## src/rtl/rr_pkg.sv

```systemverilog
package rr_pkg;
    typedef enum logic [0:0] {
        ST_RUN  = 1'b0,
        ST_UNDO = 1'b1
    } rr_state_e;
endpackage

```

## src/rtl/rr_maptable.sv

```systemverilog
module rr_maptable #(
    parameter int ARCH_REGS = 8,
    parameter int PHYS_REGS = 16,
    parameter int NRD       = 4,
    parameter int NWR       = 3,
    localparam int AW = $clog2(ARCH_REGS),
    localparam int PW = $clog2(PHYS_REGS)
) (
    input  logic                     clk,
    input  logic                     rst_n,
    input  logic [NRD-1:0][AW-1:0]   rd_idx,
    output logic [NRD-1:0][PW-1:0]   rd_data,
    input  logic [NWR-1:0]           wr_en,
    input  logic [NWR-1:0][AW-1:0]   wr_idx,
    input  logic [NWR-1:0][PW-1:0]   wr_data
);
    logic [PW-1:0] map_q [ARCH_REGS];

    always_comb begin
        for (int r = 0; r < NRD; r++) rd_data[r] = map_q[rd_idx[r]];
    end

    // Higher write ports take priority: later slots in a group overwrite earlier ones.
    always_ff @(posedge clk) begin
        if (!rst_n) begin
            for (int i = 0; i < ARCH_REGS; i++) map_q[i] <= PW'(i);
        end else begin
            for (int w = 0; w < NWR; w++)
                if (wr_en[w]) map_q[wr_idx[w]] <= wr_data[w];
        end
    end
endmodule

```

## src/rtl/rr_freelist.sv

```systemverilog
module rr_freelist #(
    parameter int PHYS_REGS = 16,
    parameter int ARCH_REGS = 8,
    parameter int WIDTH     = 2,
    localparam int PW = $clog2(PHYS_REGS)
) (
    input  logic                      clk,
    input  logic                      rst_n,
    input  logic [WIDTH-1:0]          want,
    input  logic                      take,
    input  logic [1:0]                rel_en,
    input  logic [1:0][PW-1:0]        rel_idx,
    output logic                      ok,
    output logic [WIDTH-1:0][PW-1:0]  grant
);
    logic [PHYS_REGS-1:0] free_q, avail, clr_mask, set_mask;
    logic found;

    // Lowest-index-first pick, slot by slot, removing each pick before the next slot.
    always_comb begin
        avail    = free_q;
        ok       = 1'b1;
        clr_mask = '0;
        found    = 1'b0;
        for (int k = 0; k < WIDTH; k++) begin
            grant[k] = '0;
            found    = 1'b0;
            if (want[k]) begin
                for (int p = 0; p < PHYS_REGS; p++) begin
                    if (!found && avail[p]) begin
                        grant[k] = PW'(p);
                        found    = 1'b1;
                    end
                end
                if (found) begin
                    avail[grant[k]]    = 1'b0;
                    clr_mask[grant[k]] = 1'b1;
                end else begin
                    ok = 1'b0;
                end
            end
        end
    end

    always_comb begin
        set_mask = '0;
        for (int r = 0; r < 2; r++)
            if (rel_en[r]) set_mask[rel_idx[r]] = 1'b1;
    end

    always_ff @(posedge clk) begin
        if (!rst_n) begin
            for (int p = 0; p < PHYS_REGS; p++) free_q[p] <= (p >= ARCH_REGS);
        end else if (take && ok) begin
            free_q <= (free_q & ~clr_mask) | set_mask;
        end else begin
            free_q <= free_q | set_mask;
        end
    end

    // A register released by commit must not already be free.
    assert_no_double_free_R7: assert property (@(posedge clk) disable iff (!rst_n)
        rel_en[0] |-> !free_q[rel_idx[0]]);
    // A register released by the undo walk must not already be free.
    assert_no_double_free_R8: assert property (@(posedge clk) disable iff (!rst_n)
        rel_en[1] |-> !free_q[rel_idx[1]]);
endmodule

```

## src/rtl/rr_history.sv

```systemverilog
module rr_history #(
    parameter int DEPTH = 8,
    parameter int WIDTH = 2,
    parameter int AW    = 3,
    parameter int PW    = 4,
    parameter int SW    = 8,
    localparam int IW = $clog2(DEPTH),
    localparam int CW = $clog2(DEPTH + 1)
) (
    input  logic                      clk,
    input  logic                      rst_n,
    input  logic [WIDTH-1:0]          push_en,
    input  logic [WIDTH-1:0][AW-1:0]  push_arch,
    input  logic [WIDTH-1:0][PW-1:0]  push_new,
    input  logic [WIDTH-1:0][PW-1:0]  push_old,
    input  logic [WIDTH-1:0][SW-1:0]  push_seq,
    input  logic                      pop_head,
    input  logic                      pop_tail,
    output logic [CW-1:0]             count,
    output logic [SW-1:0]             head_seq,
    output logic [PW-1:0]             head_old,
    output logic [AW-1:0]             tail_arch,
    output logic [PW-1:0]             tail_new,
    output logic [PW-1:0]             tail_old,
    output logic [SW-1:0]             tail_seq
);
    logic [AW-1:0] arch_m [DEPTH];
    logic [PW-1:0] new_m  [DEPTH];
    logic [PW-1:0] old_m  [DEPTH];
    logic [SW-1:0] seq_m  [DEPTH];
    logic [IW-1:0] head_q, tail_q, young;
    logic [CW-1:0] count_q, npush;
    logic [WIDTH-1:0][IW-1:0] slot_pos;

    always_comb begin
        npush = '0;
        for (int k = 0; k < WIDTH; k++) begin
            slot_pos[k] = tail_q + IW'(npush);
            if (push_en[k]) npush = npush + 1'b1;
        end
    end

    assign young     = tail_q - 1'b1;
    assign count     = count_q;
    assign head_seq  = seq_m[head_q];
    assign head_old  = old_m[head_q];
    assign tail_arch = arch_m[young];
    assign tail_new  = new_m[young];
    assign tail_old  = old_m[young];
    assign tail_seq  = seq_m[young];

    always_ff @(posedge clk) begin
        if (!rst_n) begin
            head_q  <= '0;
            tail_q  <= '0;
            count_q <= '0;
        end else begin
            head_q  <= head_q + IW'(pop_head);
            tail_q  <= tail_q + IW'(npush) - IW'(pop_tail);
            count_q <= count_q + npush - CW'(pop_head) - CW'(pop_tail);
        end
    end

    always_ff @(posedge clk) begin
        for (int k = 0; k < WIDTH; k++) begin
            if (push_en[k]) begin
                arch_m[slot_pos[k]] <= push_arch[k];
                new_m[slot_pos[k]]  <= push_new[k];
                old_m[slot_pos[k]]  <= push_old[k];
                seq_m[slot_pos[k]]  <= push_seq[k];
            end
        end
    end

    assert_no_overflow_R6: assert property (@(posedge clk) disable iff (!rst_n)
        (|push_en) |-> (32'(count_q) + 32'(npush) <= DEPTH));
    assert_no_underflow_R7: assert property (@(posedge clk) disable iff (!rst_n)
        (pop_head || pop_tail) |-> (count_q != '0));
endmodule

```

## src/rtl/reg_rename.sv

```systemverilog
module reg_rename
    import rr_pkg::*;
#(
    parameter int ARCH_REGS  = 8,
    parameter int PHYS_REGS  = 16,
    parameter int WIDTH      = 2,
    parameter int HIST_DEPTH = 8,
    parameter int SEQ_W      = 8,
    localparam int AW = $clog2(ARCH_REGS),
    localparam int PW = $clog2(PHYS_REGS),
    localparam int CW = $clog2(HIST_DEPTH + 1)
) (
    input  logic                       clk,
    input  logic                       rst_n,
    input  logic [WIDTH-1:0]           in_valid,
    input  logic [WIDTH-1:0]           in_has_dst,
    input  logic [WIDTH-1:0][AW-1:0]   in_dst,
    input  logic [WIDTH-1:0][AW-1:0]   in_src,
    input  logic [WIDTH-1:0][SEQ_W-1:0] in_seq,
    input  logic                       cmt_valid,
    input  logic [SEQ_W-1:0]           cmt_seq,
    input  logic                       sq_valid,
    input  logic [SEQ_W-1:0]           sq_seq,
    output logic                       grp_fire,
    output logic                       grp_stall,
    output logic [WIDTH-1:0][PW-1:0]   out_src_phys,
    output logic [WIDTH-1:0][PW-1:0]   out_dst_phys
);
    rr_state_e state_q, state_d;
    logic [SEQ_W-1:0] sq_hold_q;

    logic [WIDTH-1:0]               need;
    logic                           any_valid, room_ok, fl_ok, shortage;
    logic [WIDTH-1:0][PW-1:0]       grant, old_phys;
    logic [2*WIDTH-1:0][AW-1:0]     rd_idx;
    logic [2*WIDTH-1:0][PW-1:0]     rd_data;
    logic [WIDTH:0]                 wr_en;
    logic [WIDTH:0][AW-1:0]         wr_idx;
    logic [WIDTH:0][PW-1:0]         wr_data;
    logic [CW-1:0]                  hist_count;
    logic [SEQ_W-1:0]               head_seq, tail_seq;
    logic [PW-1:0]                  head_old, tail_new, tail_old;
    logic [AW-1:0]                  tail_arch;
    logic                           cmt_pop, undo_pop;

    assign need      = in_valid & in_has_dst;
    assign any_valid = |in_valid;
    assign room_ok   = (32'(hist_count) + 32'($countones(need))) <= HIST_DEPTH;
    assign shortage  = !fl_ok || !room_ok;

    assign cmt_pop  = cmt_valid && (hist_count != '0) && (head_seq == cmt_seq);
    assign undo_pop = (state_q == ST_UNDO) && (32'(hist_count) > 32'(cmt_pop))
                      && (tail_seq > sq_hold_q);

    // State register.
    always_ff @(posedge clk) begin
        if (!rst_n) begin
            state_q   <= ST_RUN;
            sq_hold_q <= '0;
        end else begin
            state_q <= state_d;
            if (sq_valid) sq_hold_q <= sq_seq;
        end
    end

    // Next state and outputs.
    always_comb begin
        state_d   = state_q;
        grp_stall = 1'b0;
        unique case (state_q)
            ST_RUN: begin
                if (sq_valid) state_d = ST_UNDO;
                grp_stall = any_valid && (sq_valid || shortage);
            end
            ST_UNDO: begin
                if (!undo_pop && !sq_valid) state_d = ST_RUN;
                grp_stall = any_valid;
            end
            default: state_d = ST_RUN;
        endcase
        grp_fire = any_valid && !grp_stall;
    end

    // Lookups with in-group forwarding from earlier slots.
    always_comb begin
        for (int k = 0; k < WIDTH; k++) begin
            rd_idx[k]         = in_src[k];
            rd_idx[WIDTH + k] = in_dst[k];
        end
        for (int k = 0; k < WIDTH; k++) begin
            out_src_phys[k] = rd_data[k];
            old_phys[k]     = rd_data[WIDTH + k];
            for (int j = 0; j < k; j++) begin
                if (need[j] && in_dst[j] == in_src[k]) out_src_phys[k] = grant[j];
                if (need[j] && in_dst[j] == in_dst[k]) old_phys[k]     = grant[j];
            end
            out_dst_phys[k] = need[k] ? grant[k] : '0;
            wr_en[k]   = grp_fire && need[k];
            wr_idx[k]  = in_dst[k];
            wr_data[k] = grant[k];
        end
        wr_en[WIDTH]   = undo_pop;
        wr_idx[WIDTH]  = tail_arch;
        wr_data[WIDTH] = tail_old;
    end

    rr_maptable #(.ARCH_REGS(ARCH_REGS), .PHYS_REGS(PHYS_REGS),
                  .NRD(2*WIDTH), .NWR(WIDTH+1)) u_map (
        .clk(clk), .rst_n(rst_n), .rd_idx(rd_idx), .rd_data(rd_data),
        .wr_en(wr_en), .wr_idx(wr_idx), .wr_data(wr_data));

    rr_freelist #(.PHYS_REGS(PHYS_REGS), .ARCH_REGS(ARCH_REGS), .WIDTH(WIDTH)) u_free (
        .clk(clk), .rst_n(rst_n), .want(need), .take(grp_fire),
        .rel_en({undo_pop, cmt_pop}), .rel_idx({tail_new, head_old}),
        .ok(fl_ok), .grant(grant));

    rr_history #(.DEPTH(HIST_DEPTH), .WIDTH(WIDTH), .AW(AW), .PW(PW), .SW(SEQ_W)) u_hist (
        .clk(clk), .rst_n(rst_n),
        .push_en(need & {WIDTH{grp_fire}}), .push_arch(in_dst), .push_new(grant),
        .push_old(old_phys), .push_seq(in_seq),
        .pop_head(cmt_pop), .pop_tail(undo_pop),
        .count(hist_count), .head_seq(head_seq), .head_old(head_old),
        .tail_arch(tail_arch), .tail_new(tail_new), .tail_old(tail_old), .tail_seq(tail_seq));

    assert_squash_blocks_R8: assert property (@(posedge clk) disable iff (!rst_n)
        sq_valid |=> !grp_fire);
    assert_undo_ends_R8: assert property (@(posedge clk) disable iff (!rst_n)
        (state_q == ST_UNDO && hist_count == '0 && !sq_valid) |=> (state_q == ST_RUN));

    for (genvar i = 0; i < WIDTH; i++) begin : g_pair_i
        for (genvar j = i + 1; j < WIDTH; j++) begin : g_pair_j
            assert_distinct_dst_R5: assert property (@(posedge clk) disable iff (!rst_n)
                (grp_fire && need[i] && need[j]) |-> (out_dst_phys[i] != out_dst_phys[j]));
        end
    end
endmodule

```

## config.mk

```make
export PLATFORM = sky130hd
export DESIGN_NAME = reg_rename
export DESIGN_NICKNAME = d
export VERILOG_FILES = /design/src/rtl/rr_pkg.sv /design/src/rtl/rr_maptable.sv /design/src/rtl/rr_freelist.sv /design/src/rtl/rr_history.sv /design/src/rtl/reg_rename.sv
export SDC_FILE = /design/constraint.sdc
export NUM_CORES = 1
export LEC_CHECK = 0
export BUFFER_PORTS_ARGS = -buffer_cell sky130_fd_sc_hd__clkbuf_2
export CAP_MARGIN = 20
export CORE_UTILIZATION = 55
export CTS_CLUSTER_DIAMETER = 40
export DETAILED_ROUTE_END_ITERATION = 6
export PLACE_DENSITY = 0.73
export SLEW_MARGIN = 15
export SYNTH_ARGS = -nofsm -noshare
export SYNTH_HDL_FRONTEND = slang
export SYNTH_SLANG_ARGS = --single-unit
export TNS_END_PERCENT = 50
```

## constraint.sdc

```tcl
create_clock -name clk -period 10.7 [get_ports clk]
set_input_delay 0.535 -clock clk [delete_from_list [all_inputs] [get_ports clk]]
set_output_delay 0.535 -clock clk [all_outputs]
set_load 0.05 [all_outputs]
```

Yosys cells after proc, flatten, opt, wreduce, memory -nomap -nowiden --
Memories as Yosys holds them, arrays and structs flattened. A register that Yosys moved wholly into a read port is not among the register bits. Cells that the tools add are included.
Cells by class: div/mod/pow operators 0, multiplexer cells 154, $lt $le $gt $ge 11, shift operators 0, $add $sub $neg 11, bitwise operators 11, equal/unequal tests 3, reductions and logical operators 88, multiply operators 0
Operators by type and width (count):
- $mux 16 | 9
- $mux 4 | 28
- $mux 1 | 94
- $or 16x16->16 | 4
- $logic_and 1x1->1 | 46
- $mux 3 | 13
- $logic_not 1->1 | 35
- $and 16x16->16 | 2
- $not 16->16 | 2
- $lt 4x5->1 const B | 4
- $demux 1 s4 | 4
- $ge 4x1->1 const B | 4
- $reduce_or 4->1 | 3
- $eq 8x8->1 | 1
- $gt 8x8->1 | 1
- $mux 2 | 4
- $sub 4x1->4 | 2
- $add 3x1->3 | 2
- $eq 3x3->1 | 2
- $add 4x2->5 | 1
- $le 5x4->1 const B | 1
- $add 4x4->4 | 1
- $and 2x2->2 | 2
- $gt 4x1->1 | 1
- 10 further kinds | 12
Storage, ports and cells: input port bits 52, flip-flop bits (word level) 35, memory bits (writable) 184, word-level logic and storage cells 289, latch bits 0, memories kept 5, bits in read-only memories 0
Memories:
- u_hist.seq_m | depth 8, bits a word 8, rd ports 2, clocked after memory_dff 1, write ports 2, line rr_history.sv:30 | logic [SW-1:0] seq_m [DEPTH];
- u_hist.new_m | depth 8, bits a word 4, rd ports 1, clocked after memory_dff 0, write ports 2, line rr_history.sv:28 | logic [PW-1:0] new_m [DEPTH];
- u_hist.old_m | depth 8, bits a word 4, rd ports 2, clocked after memory_dff 1, write ports 2, line rr_history.sv:29 | logic [PW-1:0] old_m [DEPTH];
- u_map.map_q | depth 8, bits a word 4, rd ports 4, clocked after memory_dff 0, write ports 8, line rr_maptable.sv:17 | logic [PW-1:0] map_q [ARCH_REGS];
- u_hist.arch_m | depth 8, bits a word 3, rd ports 1, clocked after memory_dff 0, write ports 2, line rr_history.sv:27 | logic [AW-1:0] arch_m [DEPTH];

Logic depth before layout (Yosys ltp) --
Gate-level depths: netlist of the first run.
depth after elaboration 148, depth in mapped cells 27

By module --
A second synthesis of the first run with hierarchy kept.
Second synthesis, totals: cell total of the unflattened synthesis 1224, area, all modules 15508.6 um^2
Modules (own cells, without submodules):
- rr_history | sequential area each 4764.6 um^2, cells an instance 526, instances 1, area an instance 9043.7 um^2
- rr_maptable | sequential area each 960.9 um^2, cells an instance 328, instances 1, area an instance 3592.2 um^2
- rr_freelist | sequential area each 320.3 um^2, cells an instance 252, instances 1, area an instance 1840.5 um^2
- reg_rename | sequential area each 180.2 um^2, cells an instance 118, instances 1, area an instance 1032.2 um^2

Worst setup path after synthesis of the first run --
Ideal clock, no wire load.
kind register to register, start register u_hist.tail_q[0], end register u_hist.count_q[2], in the netlist u_hist.count[2], buffers on the path 8, data arrival time 7.692 ns, cell stages (with the launch flop) 28, clock period less this slack 7.819 ns, setup slack 2.881 ns, data required time 10.572 ns, library setup time 0.128 ns, path through dfxtp_1 buf_2 clkbuf_1 clkbuf_1 buf_1 inv_1 ha_1 clkbuf_1 buf_1 clkbuf_1 clkbuf_1 mux4_2 mux2_2 ha_1 a21o_1 a211oi_1 a21boi_0 nor2_1 inv_1 fa_1 inv_1 fa_1 inv_1 ha_1 inv_1 fa_1 xor2_1 nor2_1
Between the ends: cells in the longest elaborated chain, start to end 5
Ends and longest elaborated chain:
- start, declared | line rr_history.sv:31 | logic [IW-1:0] head_q, tail_q, young;
- start signal, assigned | line rr_history.sv:59 | tail_q <= tail_q + IW'(npush) - IW'(pop_tail);
- $sub 3x1->3 | line rr_history.sv:43 | assign young = tail_q - 1'b1;
- $mem_v2 8x8
- $gt 8x8->1 | line reg_rename.sv:53 | && (tail_seq > sq_hold_q);
- $logic_and 1x1->1 | line reg_rename.sv:53
- $sub 4x1->4 | line rr_history.sv:60 | count_q <= count_q + npush - CW'(pop_head) - CW'(pop_tail);
- end signal, assigned | line rr_history.sv:60
- end, declared | line rr_history.sv:32 | logic [CW-1:0] count_q, npush;
Every way passes these cells. A chain may end at the register's enable or synchronous reset.

==> results of run 1 <==
## cell families after synthesis
logic type | count (synthesis) | share of synthesized area
xor gates and xnor gates | 24 | 0.0146
DFF | 219 | 0.432
adders and majority gates | 31 | 0.0294
buffers and inverters | 134 | 0.0427
and+or+nand+nor | 274 | 0.101
AOI/OAI and AO/OA | 195 | 0.0930
muxes | 285 | 0.287
## registers in the layout, summed over array words and instances (netlist names), 4 cells and up
register	count
u_hist.new_m	32
u_hist.old_m	32
u_map.map_q	32
u_hist.seq_m	64
u_hist.arch_m	24
u_hist.count	4
sq_hold_q	8
u_free.free_q	16
## metal layers
layer / vias up / share of wire / wire [µm]
met5: - / 0 / 0
met4: 0 / 0.027 / 1110
met3: 82 / 0.099 / 4040
met2: 613 / 0.48 / 19400
met1: 5283 / 0.40 / 16200
li1: 4650 / - / -
## final timing paths
path	end	slack (ps)
max	u_hist.seq_m[3][5]$_DFFE_PP_	3760
min	sq_hold_q[1]$_SDFFE_PN0P_	210
max reg2reg	u_hist.seq_m[3][5]$_DFFE_PP_	3760
min reg2reg	sq_hold_q[3]$_SDFFE_PN0P_	500
## cell type report
type                    instances  area share
flip-flops and latches        219       0.388
repair buffers                 92      0.0322
inverters                      54      0.0128
well taps                     330      0.0257
clock buffers                  32      0.0485
clock inverters                26      0.0175
multi-input cells             809       0.475
## power breakdown
part | internal, mW | leakage, nW | switching [mW] | total (mW)
clock network | 0.620 | 0.519 | 0.431 | 1.05
registers | 0.989 | 1.96 | 0.0435 | 1.03
logic | 0.522 | 3.39 | 0.817 | 1.34
## cell usage in the layout (no fill, tap or decap), types with 6 or more instances in the layout
master                      instances
sky130_fd_sc_hd__nand2_1           65
sky130_fd_sc_hd__a21o_1             6
sky130_fd_sc_hd__xor2_1             9
sky130_fd_sc_hd__dfxtp_1           33
sky130_fd_sc_hd__inv_1             51
sky130_fd_sc_hd__nand3_2            7
sky130_fd_sc_hd__o22ai_1           23
sky130_fd_sc_hd__a211oi_1           7
sky130_fd_sc_hd__mux2_1            30
sky130_fd_sc_hd__nand2b_1          12
sky130_fd_sc_hd__clkbuf_16         31
sky130_fd_sc_hd__or3_1             12
sky130_fd_sc_hd__ha_1              25
sky130_fd_sc_hd__mux2i_1           92
sky130_fd_sc_hd__mux2_2            69
sky130_fd_sc_hd__o21ai_0           43
sky130_fd_sc_hd__inv_6              9
sky130_fd_sc_hd__buf_4             20
sky130_fd_sc_hd__nor3_1            18
sky130_fd_sc_hd__a2bb2oi_1          7
sky130_fd_sc_hd__o31ai_1            7
sky130_fd_sc_hd__nand3_1           36
sky130_fd_sc_hd__nor4_1             7
sky130_fd_sc_hd__edfxtp_1         184
sky130_fd_sc_hd__and2_1            12
sky130_fd_sc_hd__o211ai_1           9
sky130_fd_sc_hd__o21ai_1            8
sky130_fd_sc_hd__mux4_2            92
sky130_fd_sc_hd__xnor2_1           14
sky130_fd_sc_hd__a21oi_1           23
sky130_fd_sc_hd__or4_1              7
sky130_fd_sc_hd__clkbuf_2          71
sky130_fd_sc_hd__nor2_1            59
sky130_fd_sc_hd__nor2b_1            8
## per-stage QoR
| stage | cell area (µm²) | setup WS (ps) | total power [mW] |
|---|---|---|---|
| global placement | 15000 | 4000 | 2.35 |
| CTS | 16000 | 3800 | 3.41 |
| global route | 16100 | 3390 | 3.57 |
| floorplan | 14400 | 2880 | 2.00 |
| finish | 16100 | 3760 | 3.42 |
| detailed placement | 15000 | 3790 | 2.37 |
## critical path, delay by kind of cell, from the launching register on
| family | cells | cell delay, ps |
|---|---|---|
| DFF | 1 | 380 |
| xor gates and xnor gates | 1 | 400 |
| and+or+nand+nor | 7 | 2960 |
| adders and majority gates | 2 | 500 |
| AOI/OAI and AO/OA | 4 | 2320 |
==> reports/summary.log, run 1 <==
qor: detailed_routing.drt.antenna.violating_nets 0
qor: sta.slew_headroom 0.281
qor: detailed_routing.totalWireLength 40800 µm
qor: setup_path.cp.arrival 7140 ps
qor: layout.final.fill_count 1967
qor: min_path.holdPathStages 3
qor: floorplanning.placementRows 58
qor: layout.num_antenna_cells 0
qor: clock_tree.clock_latency 590 ps
qor: sta.timing.final.setup_violations 0
qor: synth.top_post_synthesis_cells_by_area sky130_fd_sc_hd__edfxtp_1 38%, sky130_fd_sc_hd__mux4_2 14%, sky130_fd_sc_hd__mux2i_1 6.4%
qor: clock_tree.cts_tree yes
qor: min_path.worst_hold_path_type in2reg
qor: setup_path.timing.critical_path.to_type register
qor: sta.finalWorstPathRequiredPeriod 6940 ps
qor: grt.wire_length_of_the_first_global_routing_pass 62400 µm
qor: run_status.result_of_the_run completed
qor: layout.final_core_utilization 0.632
qor: sta.rsz_0062_raised_after_global_routing no
qor: clock_tree.number_of_cells_upsized_or_downsized_after_cts 0
qor: setup_path.critical_path_s_largest_stage_delay 780 ps
qor: floorplanning.dieWidth 164 µm
qor: synth.postSynthNetCount 1244
qor: floorplanning.fp.coreArea 25400 µm²
qor: clock_tree.ctsRootBufferMaster sky130_fd_sc_hd__clkbuf_16
qor: setup_path.timing.critical_path.required 10890 ps
qor: clock_tree.cts-hold-fix-buffers 0
qor: detailed_routing.drt-initial-drc-count 1261
qor: grt.vias_in_the_first_global_route 10368
qor: job.drv_cap 0
qor: clock_tree.cts_inserted_buffers 31
qor: grt.globalRouteOverflowTotal 0
qor: detailed_routing.wl_per_cell 26.1 µm
qor: detailed_routing.detail_route.vias_per_cell 6.80
qor: grt.grt_max_degree 42
qor: setup_path.cpMaxStageDelayCell sky130_fd_sc_hd__o31ai_1
qor: sta.final_min_period_over_clock_period 0.649
qor: clock_tree.cts_setup_buffers 0
qor: setup_path.worst_r2r_startpoint u_free.free_q[10]$_SDFF_PN1_
qor: synth.synthCells 1162
qor: placement.portBuffers 69
qor: detailed_routing.dr.pass1.iters 5
qor: placement.finalWeightedCongestion 0.980
qor: layout.total_area_of_multi_input_combinational_cells 7630 µm²
qor: clock_tree.worst_setup_hold_path_clk_slew 60 ps
qor: sta.final.setup.tns 0 ps
qor: synth.synth_top_area_cell sky130_fd_sc_hd__edfxtp_1
qor: clock_tree.cts.sinks 219
qor: sta.timing.final.max_slew_violations 0
qor: synth.post_synth.cell_area_avg 12.4 µm²
qor: setup_path.path_cells nor4_2, nand4_1, nor2_1, o21ai_1, o31ai_1, nand4bb_1, o31ai_1, nor2_1, ha_1, ha_1, xnor2_1, and2_1, nand3_2, o21ai_4
qor: grt.globalRouteTotalUtil 0.312
qor: detailed_routing.num_vias 10628
qor: floorplanning.initial_util 0.567
qor: setup_path.cp-startpoint u_free.free_q[10]$_SDFF_PN1_
qor: grt.global_route.usage.met3 0.0465
qor: pwr.leakage 5.87 nW
qor: setup_path.critical_path_peak_fanout 23
qor: grt.grt_antenna_before_repair 0
qor: synth.synth_unique_cells 84
qor: placement.dp.final_hpwl 27900 µm
qor: synth.synth-seq-cells 219
qor: floorplanning.dieArea 26800 µm²
qor: sta.fin_hold_ws 210 ps
qor: synth.yosys_most_used_dff sky130_fd_sc_hd__edfxtp_1
qor: clock_tree.cts-htree-levels 1
qor: sta.fmax 144 MHz
qor: sta.worst_slew_pin_slew 1070 ps
qor: setup_path.class_of_the_most_critical_setup_path reg2reg
qor: floorplanning.die_height 164 µm
qor: layout.drive_above_1_share 0.286
qor: detailed_routing.remaining_drc_errors 0
qor: synth.post_synth_instance_area 14400 µm²
qor: setup_path.worst_setup_path_start_kind register
qor: layout.areaGrowthSynthToFinish 11.5%
qor: synth.netlist.area_leader.share 0.384
qor: synth.async_reset_ff_frac 0
qor: layout.number_of_nets_at_the_end_of_the_flow 1289
qor: placement.numPlacedInstances 1501
qor: sta.fin_worst_skew 30.6 ps
qor: setup_path.reg2reg_depth 14
qor: layout.finalNonFillerCells 1562
qor: min_path.min-delay-start sq_seq[1]
qor: synth.synth_most_common_cell sky130_fd_sc_hd__edfxtp_1
qor: floorplanning.top_level_ports 70
qor: pwr.power_density 213 nW/µm²
qor: layout.layout.area.seq 6230 µm²
qor: synth.synth.top_cells.by_count 184 x sky130_fd_sc_hd__edfxtp_1, 92 x sky130_fd_sc_hd__mux2i_1, 92 x sky130_fd_sc_hd__mux4_2
qor: grt.grt_use_met2 0.502
qor: pwr.vdd_drop_max 0.149 mV
qor: sta.hold_violations 0
qor: synth.synth_seq_area_share 0.432
qor: grt.top_usage_layer met2
qor: synth.yosys_warnings 0
qor: grt.grt_use_met1 0.440
qor: synth.synth_enable_flop_cells 184
qor: clock_tree.clk_path_buf_depth 3
No activity file was read; power rests on OpenSTA's default activity.
==> run 2: changes to the inputs <==
--- a/config.mk
+++ b/config.mk
@@ -10,7 +10,7 @@
 export CORE_UTILIZATION = 55
 export CTS_CLUSTER_DIAMETER = 40
 export DETAILED_ROUTE_END_ITERATION = 6
-export PLACE_DENSITY = 0.73
+export PLACE_DENSITY = 0.75
 export SLEW_MARGIN = 15
 export SYNTH_ARGS = -nofsm -noshare
 export SYNTH_HDL_FRONTEND = slang
==> constraint.sdc (replaced) <==
create_clock -name clk -period 5.7 [get_ports clk]
set_input_delay 0.285 -clock clk [delete_from_list [all_inputs] [get_ports clk]]
set_output_delay 0.285 -clock clk [all_outputs]
set_load 0.05 [all_outputs]
==> run 2 against run 1 <==
Compared with the run above:
- global-route usage is 1.8 points higher
- core utilization is 2.3 points higher
- first-iteration DRC count is 8.3% higher
- critical path depth is 3 higher
- final cell count is 3.5% higher
- design area is 3.6% higher
==> reports/summary.log, run 2 (synthesis gave the netlist of run 1 again) <==
qor: floorplanning.dieWidth 164 µm [unchanged]
qor: placement.numPlacedInstances 1546 [was 1501]
qor: clock_tree.cts.sinks 219 [unchanged]
qor: sta.final.setup.tns 0 ps [unchanged]
qor: sta.fin_worst_skew 31.1 ps [was 30.6 ps]
qor: floorplanning.fp.coreArea 25400 µm² [unchanged]
qor: layout.areaGrowthSynthToFinish 15.5% [was 11.5%]
qor: detailed_routing.totalWireLength 42800 µm [was 40800 µm]
qor: detailed_routing.remaining_drc_errors 0 [unchanged]
qor: sta.worst_slew_pin_slew 1070 ps [about the same]
qor: layout.total_area_of_multi_input_combinational_cells 7660 µm² [was 7630 µm²]
qor: sta.timing.final.setup_violations 0 [unchanged]
qor: floorplanning.initial_util 0.567 [unchanged]
qor: setup_path.critical_path_s_largest_stage_delay 600 ps [was 780 ps]
qor: pwr.leakage 6.18 nW [was 5.87 nW]
qor: layout.number_of_nets_at_the_end_of_the_flow 1338 [was 1289]
qor: placement.portBuffers 69 [unchanged]
qor: layout.largest_reg_flops 64 [unchanged]
qor: detailed_routing.drt.antenna.violating_nets 0 [unchanged]
qor: grt.grt_max_degree 31 [was 42]
qor: floorplanning.placementRows 58 [unchanged]
qor: clock_tree.clk_path_buf_depth 3 [unchanged]
qor: sta.timing.final.max_slew_violations 0 [unchanged]
qor: layout.layout_common_cells 184 x sky130_fd_sc_hd__edfxtp_1, 92 x sky130_fd_sc_hd__mux4_2, 92 x sky130_fd_sc_hd__mux2i_1 [unchanged]
qor: detailed_routing.drt-initial-drc-count 1366 [was 1261]
qor: run_status.result_of_the_run completed [unchanged]
qor: pwr.power_density 408 nW/µm² [was 213 nW/µm²]
qor: detailed_routing.num_vias 11018 [was 10628]
qor: clock_tree.clock_latency 530 ps [was 590 ps]
qor: clock_tree.worst_setup_hold_path_clk_slew 50 ps [was 60 ps]
qor: job.drv_cap 0 [unchanged]
qor: layout.final.fill_count 1899 [was 1967]
qor: detailed_routing.wl_per_cell 26.4 µm [was 26.1 µm]
qor: setup_path.critical_path_peak_fanout 10 [was 23]
qor: sta.final_min_period_over_clock_period 0.935 [was 0.649]
qor: setup_path.cpMaxStageDelayCell sky130_fd_sc_hd__ha_1 [was sky130_fd_sc_hd__o31ai_1]
qor: grt.globalRouteTotalUtil 0.330 [was 0.312]
qor: sta.slew_headroom 0.264 [was 0.281]
qor: layout.finalNonFillerCells 1617 [was 1562]
qor: setup_path.timing.critical_path.required 5970 ps [was 10890 ps]
qor: sta.hold_violations 0 [unchanged]
qor: clock_tree.cts-htree-levels 2 [was 1]
qor: min_path.worst_hold_path_type in2reg [unchanged]
qor: sta.fmax 188 MHz [was 144 MHz]
qor: setup_path.path_cells inv_1, ha_1, buf_4, mux4_2, mux2_2, ha_1, a21oi_1, o221ai_1, a21boi_2, nor2_2, buf_4, nand2_1, nor2_1, a21oi_1, a21boi_1, nand3_1, o22a_1 [was nor4_2, nand4_1, nor2_1, o21ai_1, o31ai_1, nand4bb_1, o31ai_1, nor2_1, ha_1, ha_1, xnor2_1, and2_1, nand3_2, o21ai_4]
qor: detailed_routing.dr.pass1.iters 5 [unchanged]
qor: grt.globalRouteOverflowTotal 0 [unchanged]
qor: grt.wire_length_of_the_first_global_routing_pass 65800 µm [was 62400 µm]
qor: layout.layout.area.seq 6230 µm² [unchanged]
qor: setup_path.cp.arrival 5600 ps [was 7140 ps]
qor: clock_tree.cts_tree yes [unchanged]
qor: floorplanning.die_height 164 µm [unchanged]
qor: clock_tree.cts_inserted_buffers 36 [was 31]
qor: clock_tree.ctsRootBufferMaster sky130_fd_sc_hd__clkbuf_16 [unchanged]
qor: layout.drive_above_1_share 0.317 [was 0.286]
qor: setup_path.worst_setup_path_start_kind register [unchanged]
qor: grt.grt_antenna_before_repair 0 [unchanged]
qor: layout.mostFrequentLayoutCell sky130_fd_sc_hd__edfxtp_1 [unchanged]
qor: sta.rsz_0062_raised_after_global_routing no [unchanged]
qor: grt.vias_in_the_first_global_route 10971 [was 10368]
qor: floorplanning.top_level_ports 70 [unchanged]
qor: setup_path.timing.critical_path.to_type register [unchanged]
qor: detailed_routing.detail_route.vias_per_cell 6.81 [was 6.80]
qor: placement.finalWeightedCongestion 0.959 [was 0.980]
qor: setup_path.class_of_the_most_critical_setup_path reg2reg [unchanged]
qor: placement.dp.final_hpwl 30000 µm [was 27900 µm]
qor: pwr.vdd_drop_max 0.315 mV [was 0.149 mV]
qor: floorplanning.dieArea 26800 µm² [unchanged]
qor: sta.finalWorstPathRequiredPeriod 5330 ps [was 6940 ps]
[run 2: changes by cell type in the layout (fill, tap and decap cells not counted), moves of 2 or more]
cell	before	now
sky130_fd_sc_hd__buf_4	20	60
sky130_fd_sc_hd__inv_6	9	3
sky130_fd_sc_hd__clkbuf_16	31	37
sky130_fd_sc_hd__clkbuf_1	1	3
sky130_fd_sc_hd__clkinv_1	4	2
sky130_fd_sc_hd__diode_2	0	4
sky130_fd_sc_hd__clkinv_2	3	6
sky130_fd_sc_hd__clkbuf_2	71	69
sky130_fd_sc_hd__buf_12	0	4
sky130_fd_sc_hd__clkinvlp_4	2	5
[run 2: final timing paths]
path                               start                     endpoint  slack (ps)  depth (start not counted)
min reg2reg    sq_hold_q[2]$_SDFFE_PN0P_    sq_hold_q[2]$_SDFFE_PN0P_         500                          2
min                            sq_seq[6]    sq_hold_q[6]$_SDFFE_PN0P_          10                          3
max reg2reg  u_hist.tail_q[1]$_SDFF_PN0_  u_map.map_q[4][2]$_DFFE_PP_         370                         17
max          u_hist.tail_q[1]$_SDFF_PN0_  u_map.map_q[4][2]$_DFFE_PP_         370                         17
[run 2: routing by layer]
layer / vias up / wire [µm] / track usage
met2: 684 / 20300 / 0.531
met4: 0 / 1070 / 0.0947
met3: 85 / 4370 / 0.0705
li1: 4767 / - / -
met1: 5482 / 17000 / 0.453
met5: - / 0 / 0
[run 2: cell type report]
class / instances / share of cell area
well taps: 330 / 0.0248
diodes: 4 / 0.000602
clock buffers: 40 / 0.0563
clock inverters: 25 / 0.0166
flip-flops and latches: 219 / 0.374
repair buffers: 136 / 0.0548
multi-input cells: 809 / 0.460
inverters: 54 / 0.0123
[run 2: repair_timing]
item                                    CTS  global route
resized for setup                         0             3
setup buffers                             0             0
endpoints found under the setup margin    0            36
hold buffers                              1             0
endpoints found under the hold margin     1             0
[run 2: stage by stage]
stage	worst slack, ps	utilization	hold slack (ps)	area [µm²]	total power, mW
global route	57.4	0.655	23.9	16600	7.05
floorplan	3.05	-	432	14500	3.82
finish	372	0.655	11.6	16600	6.79
global placement	363	0.605	479	15400	4.50
CTS	263	0.653	4.92	16600	6.75
detailed placement	294	0.605	490	15400	4.54
[run 2: worst max-delay path: cells and delay by family, from the launching register on]
| kind | cells | cell delay, ps |
|---|---|---|
| compound gates | 6 | 1580 |
| simple gates | 4 | 720 |
| mux | 2 | 690 |
| fa+ha+maj | 2 | 910 |
| buf+inv | 3 | 630 |
| flops | 1 | 550 |
[run 2: power breakdown]
| group | internal, mW | switching (mW) | leakage [nW] |
|---|---|---|---|
| clock network | 1.35 | 0.839 | 0.585 |
| logic | 1.06 | 1.59 | 3.63 |
| registers | 1.86 | 0.0840 | 1.96 |
==> run 3: changes to the inputs <==
--- a/config.mk
+++ b/config.mk
@@ -7,9 +7,11 @@
 export LEC_CHECK = 0
 export BUFFER_PORTS_ARGS = -buffer_cell sky130_fd_sc_hd__clkbuf_2
 export CAP_MARGIN = 20
+export CORE_ASPECT_RATIO = 1.5
 export CORE_UTILIZATION = 55
 export CTS_CLUSTER_DIAMETER = 40
 export DETAILED_ROUTE_END_ITERATION = 6
+export HOLD_SLACK_MARGIN = 0.05
 export PLACE_DENSITY = 0.75
 export SLEW_MARGIN = 15
 export SYNTH_ARGS = -nofsm -noshare
==> run 3 against run 2 <==
Compared with the run above:
- flip-flop and latch count did not move
- via count is essentially flat
- maximum frequency shrank 1.2%
- non-clock buffer count rose by 9
- final cell count fell by 0.12%
==> reports/summary.log, run 3 (synthesis gave the netlist of run 1 again) <==
qor: floorplanning.top_level_ports 70 [unchanged]
qor: sta.final_min_period_over_clock_period 0.946 [was 0.935]
qor: sta.hold_violations 0 [unchanged]
qor: grt.grt_max_degree 31 [unchanged]
qor: placement.portBuffers 69 [unchanged]
qor: floorplanning.initial_util 0.559 [was 0.567]
qor: sta.slew_headroom 0.305 [was 0.264]
qor: pwr.power.share.combinational 0.414 [was 0.391]
qor: detailed_routing.remaining_drc_errors 0 [unchanged]
qor: sta.final.setup.tns 0 ps [unchanged]
qor: clock_tree.cts.sinks 219 [unchanged]
qor: sta.finalWorstPathRequiredPeriod 5390 ps [was 5330 ps]
qor: pwr.power_density 393 nW/µm² [was 408 nW/µm²]
qor: min_path.holdPathStages 2 [was 3]
qor: clock_tree.clk_path_buf_depth 3 [unchanged]
qor: min_path.min-delay-start in_seq[13] [was sq_seq[6]]
qor: clock_tree.cts-htree-levels 1 [was 2]
qor: layout.areaGrowthSynthToFinish 15.1% [was 15.5%]
qor: detailed_routing.totalWireLength 43500 µm [was 42800 µm]
qor: setup_path.class_of_the_most_critical_setup_path reg2reg [unchanged]
qor: layout.largest_reg_flops 64 [unchanged]
qor: clock_tree.worst_setup_hold_path_clk_slew 70 ps [was 50 ps]
qor: layout.final_core_utilization 0.643 [was 0.655]
qor: pwr.int_power 4.03 mW [was 4.27 mW]
qor: pwr.leakage 6.13 nW [was 6.18 nW]
qor: layout.layout_common_cells 184 x sky130_fd_sc_hd__edfxtp_1, 92 x sky130_fd_sc_hd__mux4_2, 92 x sky130_fd_sc_hd__mux2i_1 [unchanged]
qor: setup_path.worst_r2r_startpoint u_free.free_q[0]$_SDFF_PN0_ [was u_hist.tail_q[1]$_SDFF_PN0_]
qor: layout.drive_above_1_share 0.310 [was 0.317]
qor: job.drv_cap 0 [unchanged]
qor: pwr.power.share.switching 0.382 [was 0.370]
qor: clock_tree.ctsRootBufferMaster sky130_fd_sc_hd__clkbuf_16 [unchanged]
qor: detailed_routing.num_vias 11029 [was 11018]
qor: min_path.worstHoldEndpoint u_hist.seq_m[3][5]$_DFFE_PP_ [was sq_hold_q[6]$_SDFFE_PN0P_]
qor: floorplanning.dieWidth 134 µm [was 164 µm]
qor: grt.grt_antenna_before_repair 0 [unchanged]
qor: detailed_routing.drt.antenna.violating_nets 0 [unchanged]
qor: pwr.vdd_drop_max 0.309 mV [was 0.315 mV]
qor: floorplanning.fp.coreArea 25800 µm² [was 25400 µm²]
qor: placement.dp.final_hpwl 30800 µm [was 30000 µm]
qor: sta.setup_ws 306 ps [was 372 ps]
qor: floorplanning.die_height 200 µm [was 164 µm]
qor: run_status.result_of_the_run completed [unchanged]
qor: setup_path.timing.critical_path.to_type register [unchanged]
qor: placement.finalWeightedCongestion 0.927 [was 0.959]
qor: setup_path.worst_r2r_endpoint u_hist.count[2]$_SDFF_PN0_ [was u_map.map_q[4][2]$_DFFE_PP_]
qor: detailed_routing.detail_route.vias_per_cell 6.83 [was 6.81]
qor: grt.globalRouteTotalUtil 0.329 [was 0.330]
qor: placement.pre_cts_slack 367 ps [was 294 ps]
qor: min_path.worst_hold_path_type in2reg [unchanged]
qor: sta.fmax 185 MHz [was 188 MHz]
qor: grt.vias_in_the_first_global_route 11139 [was 10971]
qor: setup_path.worst_setup_path_start_kind register [unchanged]
qor: sta.worst_slew_pin_slew 1040 ps [was 1070 ps]
qor: layout.number_of_nets_at_the_end_of_the_flow 1341 [was 1338]
qor: clock_tree.cts_inserted_buffers 30 [was 36]
qor: setup_path.critical_path_peak_fanout 9 [was 10]
qor: pwr.clock_power_share 0.289 [was 0.323]
qor: pwr.net-switching-power 2.49 mW [was 2.51 mW]
qor: clock_tree.clock_latency 560 ps [was 530 ps]
qor: detailed_routing.drt-initial-drc-count 1032 [was 1366]
qor: grt.globalRouteOverflowTotal 0 [unchanged]
qor: setup_path.setup_slack_reg_to_reg 310 ps [was 370 ps]
qor: sta.timing.final.setup_violations 0 [unchanged]
qor: clock_tree.cts_setup_buffers 0 [unchanged]
qor: layout.num_antenna_cells 0 [was 4]
qor: clock_tree.cts_tree yes [unchanged]
qor: sta.fin_worst_skew 22.6 ps [was 31.1 ps]
qor: setup_path.timing.critical_path.required 6120 ps [was 5970 ps]
qor: detailed_routing.wl_per_cell 27.0 µm [was 26.4 µm]
qor: grt.wire_length_of_the_first_global_routing_pass 65700 µm [was 65800 µm]
qor: setup_path.cp.arrival 5820 ps [was 5600 ps]
qor: floorplanning.dieArea 26900 µm² [was 26800 µm²]
qor: sta.rsz_0062_raised_after_global_routing no [unchanged]
qor: detailed_routing.dr.pass1.iters 6 [was 5]
qor: sta.timing.final.max_slew_violations 0 [unchanged]
qor: layout.mostFrequentLayoutCell sky130_fd_sc_hd__edfxtp_1 [unchanged]
qor: floorplanning.placementRows 72 [was 58]
qor: pwr.power.share.sequential 0.297 [was 0.286]
qor: setup_path.reg2reg_depth 18 [was 17]
[run 3: layout make-up]
type / instances / area (µm²)
sequential: 219 / 6230
timing repair buffer: 145 / 1070
multi-input combinational: 809 / 7640
clock inverter: 24 / 245
tap: 333 / 417
clock buffer: 31 / 776
inverter: 54 / 205
fill: 1986 / 9190
[run 3: how the worst max path moves through the flow]
stage                                start                         end  slack [ps]  cells after the start
2_1_floorplan  u_hist.tail_q[0]$_SDFF_PN0_  u_hist.count[2]$_SDFF_PN0_           3                     27
3_3_place_gp   u_free.free_q[3]$_SDFF_PN0_  u_hist.count[2]$_SDFF_PN0_         380                     18
3_5_place_dp   u_free.free_q[0]$_SDFF_PN0_  u_hist.count[2]$_SDFF_PN0_         370                     18
4_1_cts        u_free.free_q[0]$_SDFF_PN0_  u_hist.count[2]$_SDFF_PN0_         330                     18
5_1_grt        u_free.free_q[7]$_SDFF_PN0_  u_hist.count[2]$_SDFF_PN0_          30                     18
6_report       u_free.free_q[0]$_SDFF_PN0_  u_hist.count[2]$_SDFF_PN0_         310                     18
[run 3: timing repair]
| item | CTS | global route |
|---|---|---|
| endpoints found under the hold margin | 8 | 0 |
| hold buffers | 8 | 0 |
| gates resized for setup | 0 | 0 |
[run 3: power by group through the flow]
stage | registers, mW | clock network (mW) | logic (mW)
detailed placement | 1.96 | 0 | 2.64
global placement | 1.96 | 0 | 2.61
floorplan | 1.93 | 0 | 1.89
finish | 1.93 | 1.88 | 2.70
global route | 1.94 | 1.96 | 2.87
CTS | 1.93 | 1.90 | 2.66
[run 3: layer usage]
layer / wire length, µm / track usage / vias to the layer above
li1: - / - / 4773
met5: 0 / 0 / -
met2: 22600 / 0.582 / 633
met1: 14800 / 0.381 / 5468
met3: 3410 / 0.0382 / 155
met4: 2660 / 0.187 / 0
[run 3: critical path: stages, from the launching register on]
cell and delay, ps:
sky130_fd_sc_hd__dfxtp_1 400, sky130_fd_sc_hd__or4_1 700, sky130_fd_sc_hd__a2111oi_2 470, sky130_fd_sc_hd__o211ai_2 240, sky130_fd_sc_hd__nor4_2 170, sky130_fd_sc_hd__nor3_1 110
sky130_fd_sc_hd__or3_1 550, sky130_fd_sc_hd__o31ai_1 350, sky130_fd_sc_hd__nor2_1 100, sky130_fd_sc_hd__ha_1 360, sky130_fd_sc_hd__fa_1 490, sky130_fd_sc_hd__inv_1 50
sky130_fd_sc_hd__fa_1 420, sky130_fd_sc_hd__inv_1 70, sky130_fd_sc_hd__ha_1 160, sky130_fd_sc_hd__inv_1 60, sky130_fd_sc_hd__fa_1 380, sky130_fd_sc_hd__xor2_1 150
sky130_fd_sc_hd__nor2_1 50
[run 3: stage by stage]
step / hold slack (ps) / cells / power [mW] / cell area [µm²]
2_1_floorplan: 432 / 1162 / 3.82 / 14500
3_3_place_gp: 477 / 1551 / 4.57 / 15500
3_5_place_dp: 483 / 1551 / 4.60 / 15500
4_1_cts: 112 / 1614 / 6.49 / 16600
5_1_grt: 133 / 1615 / 6.77 / 16600
6_report: 127 / 1615 / 6.51 / 16600
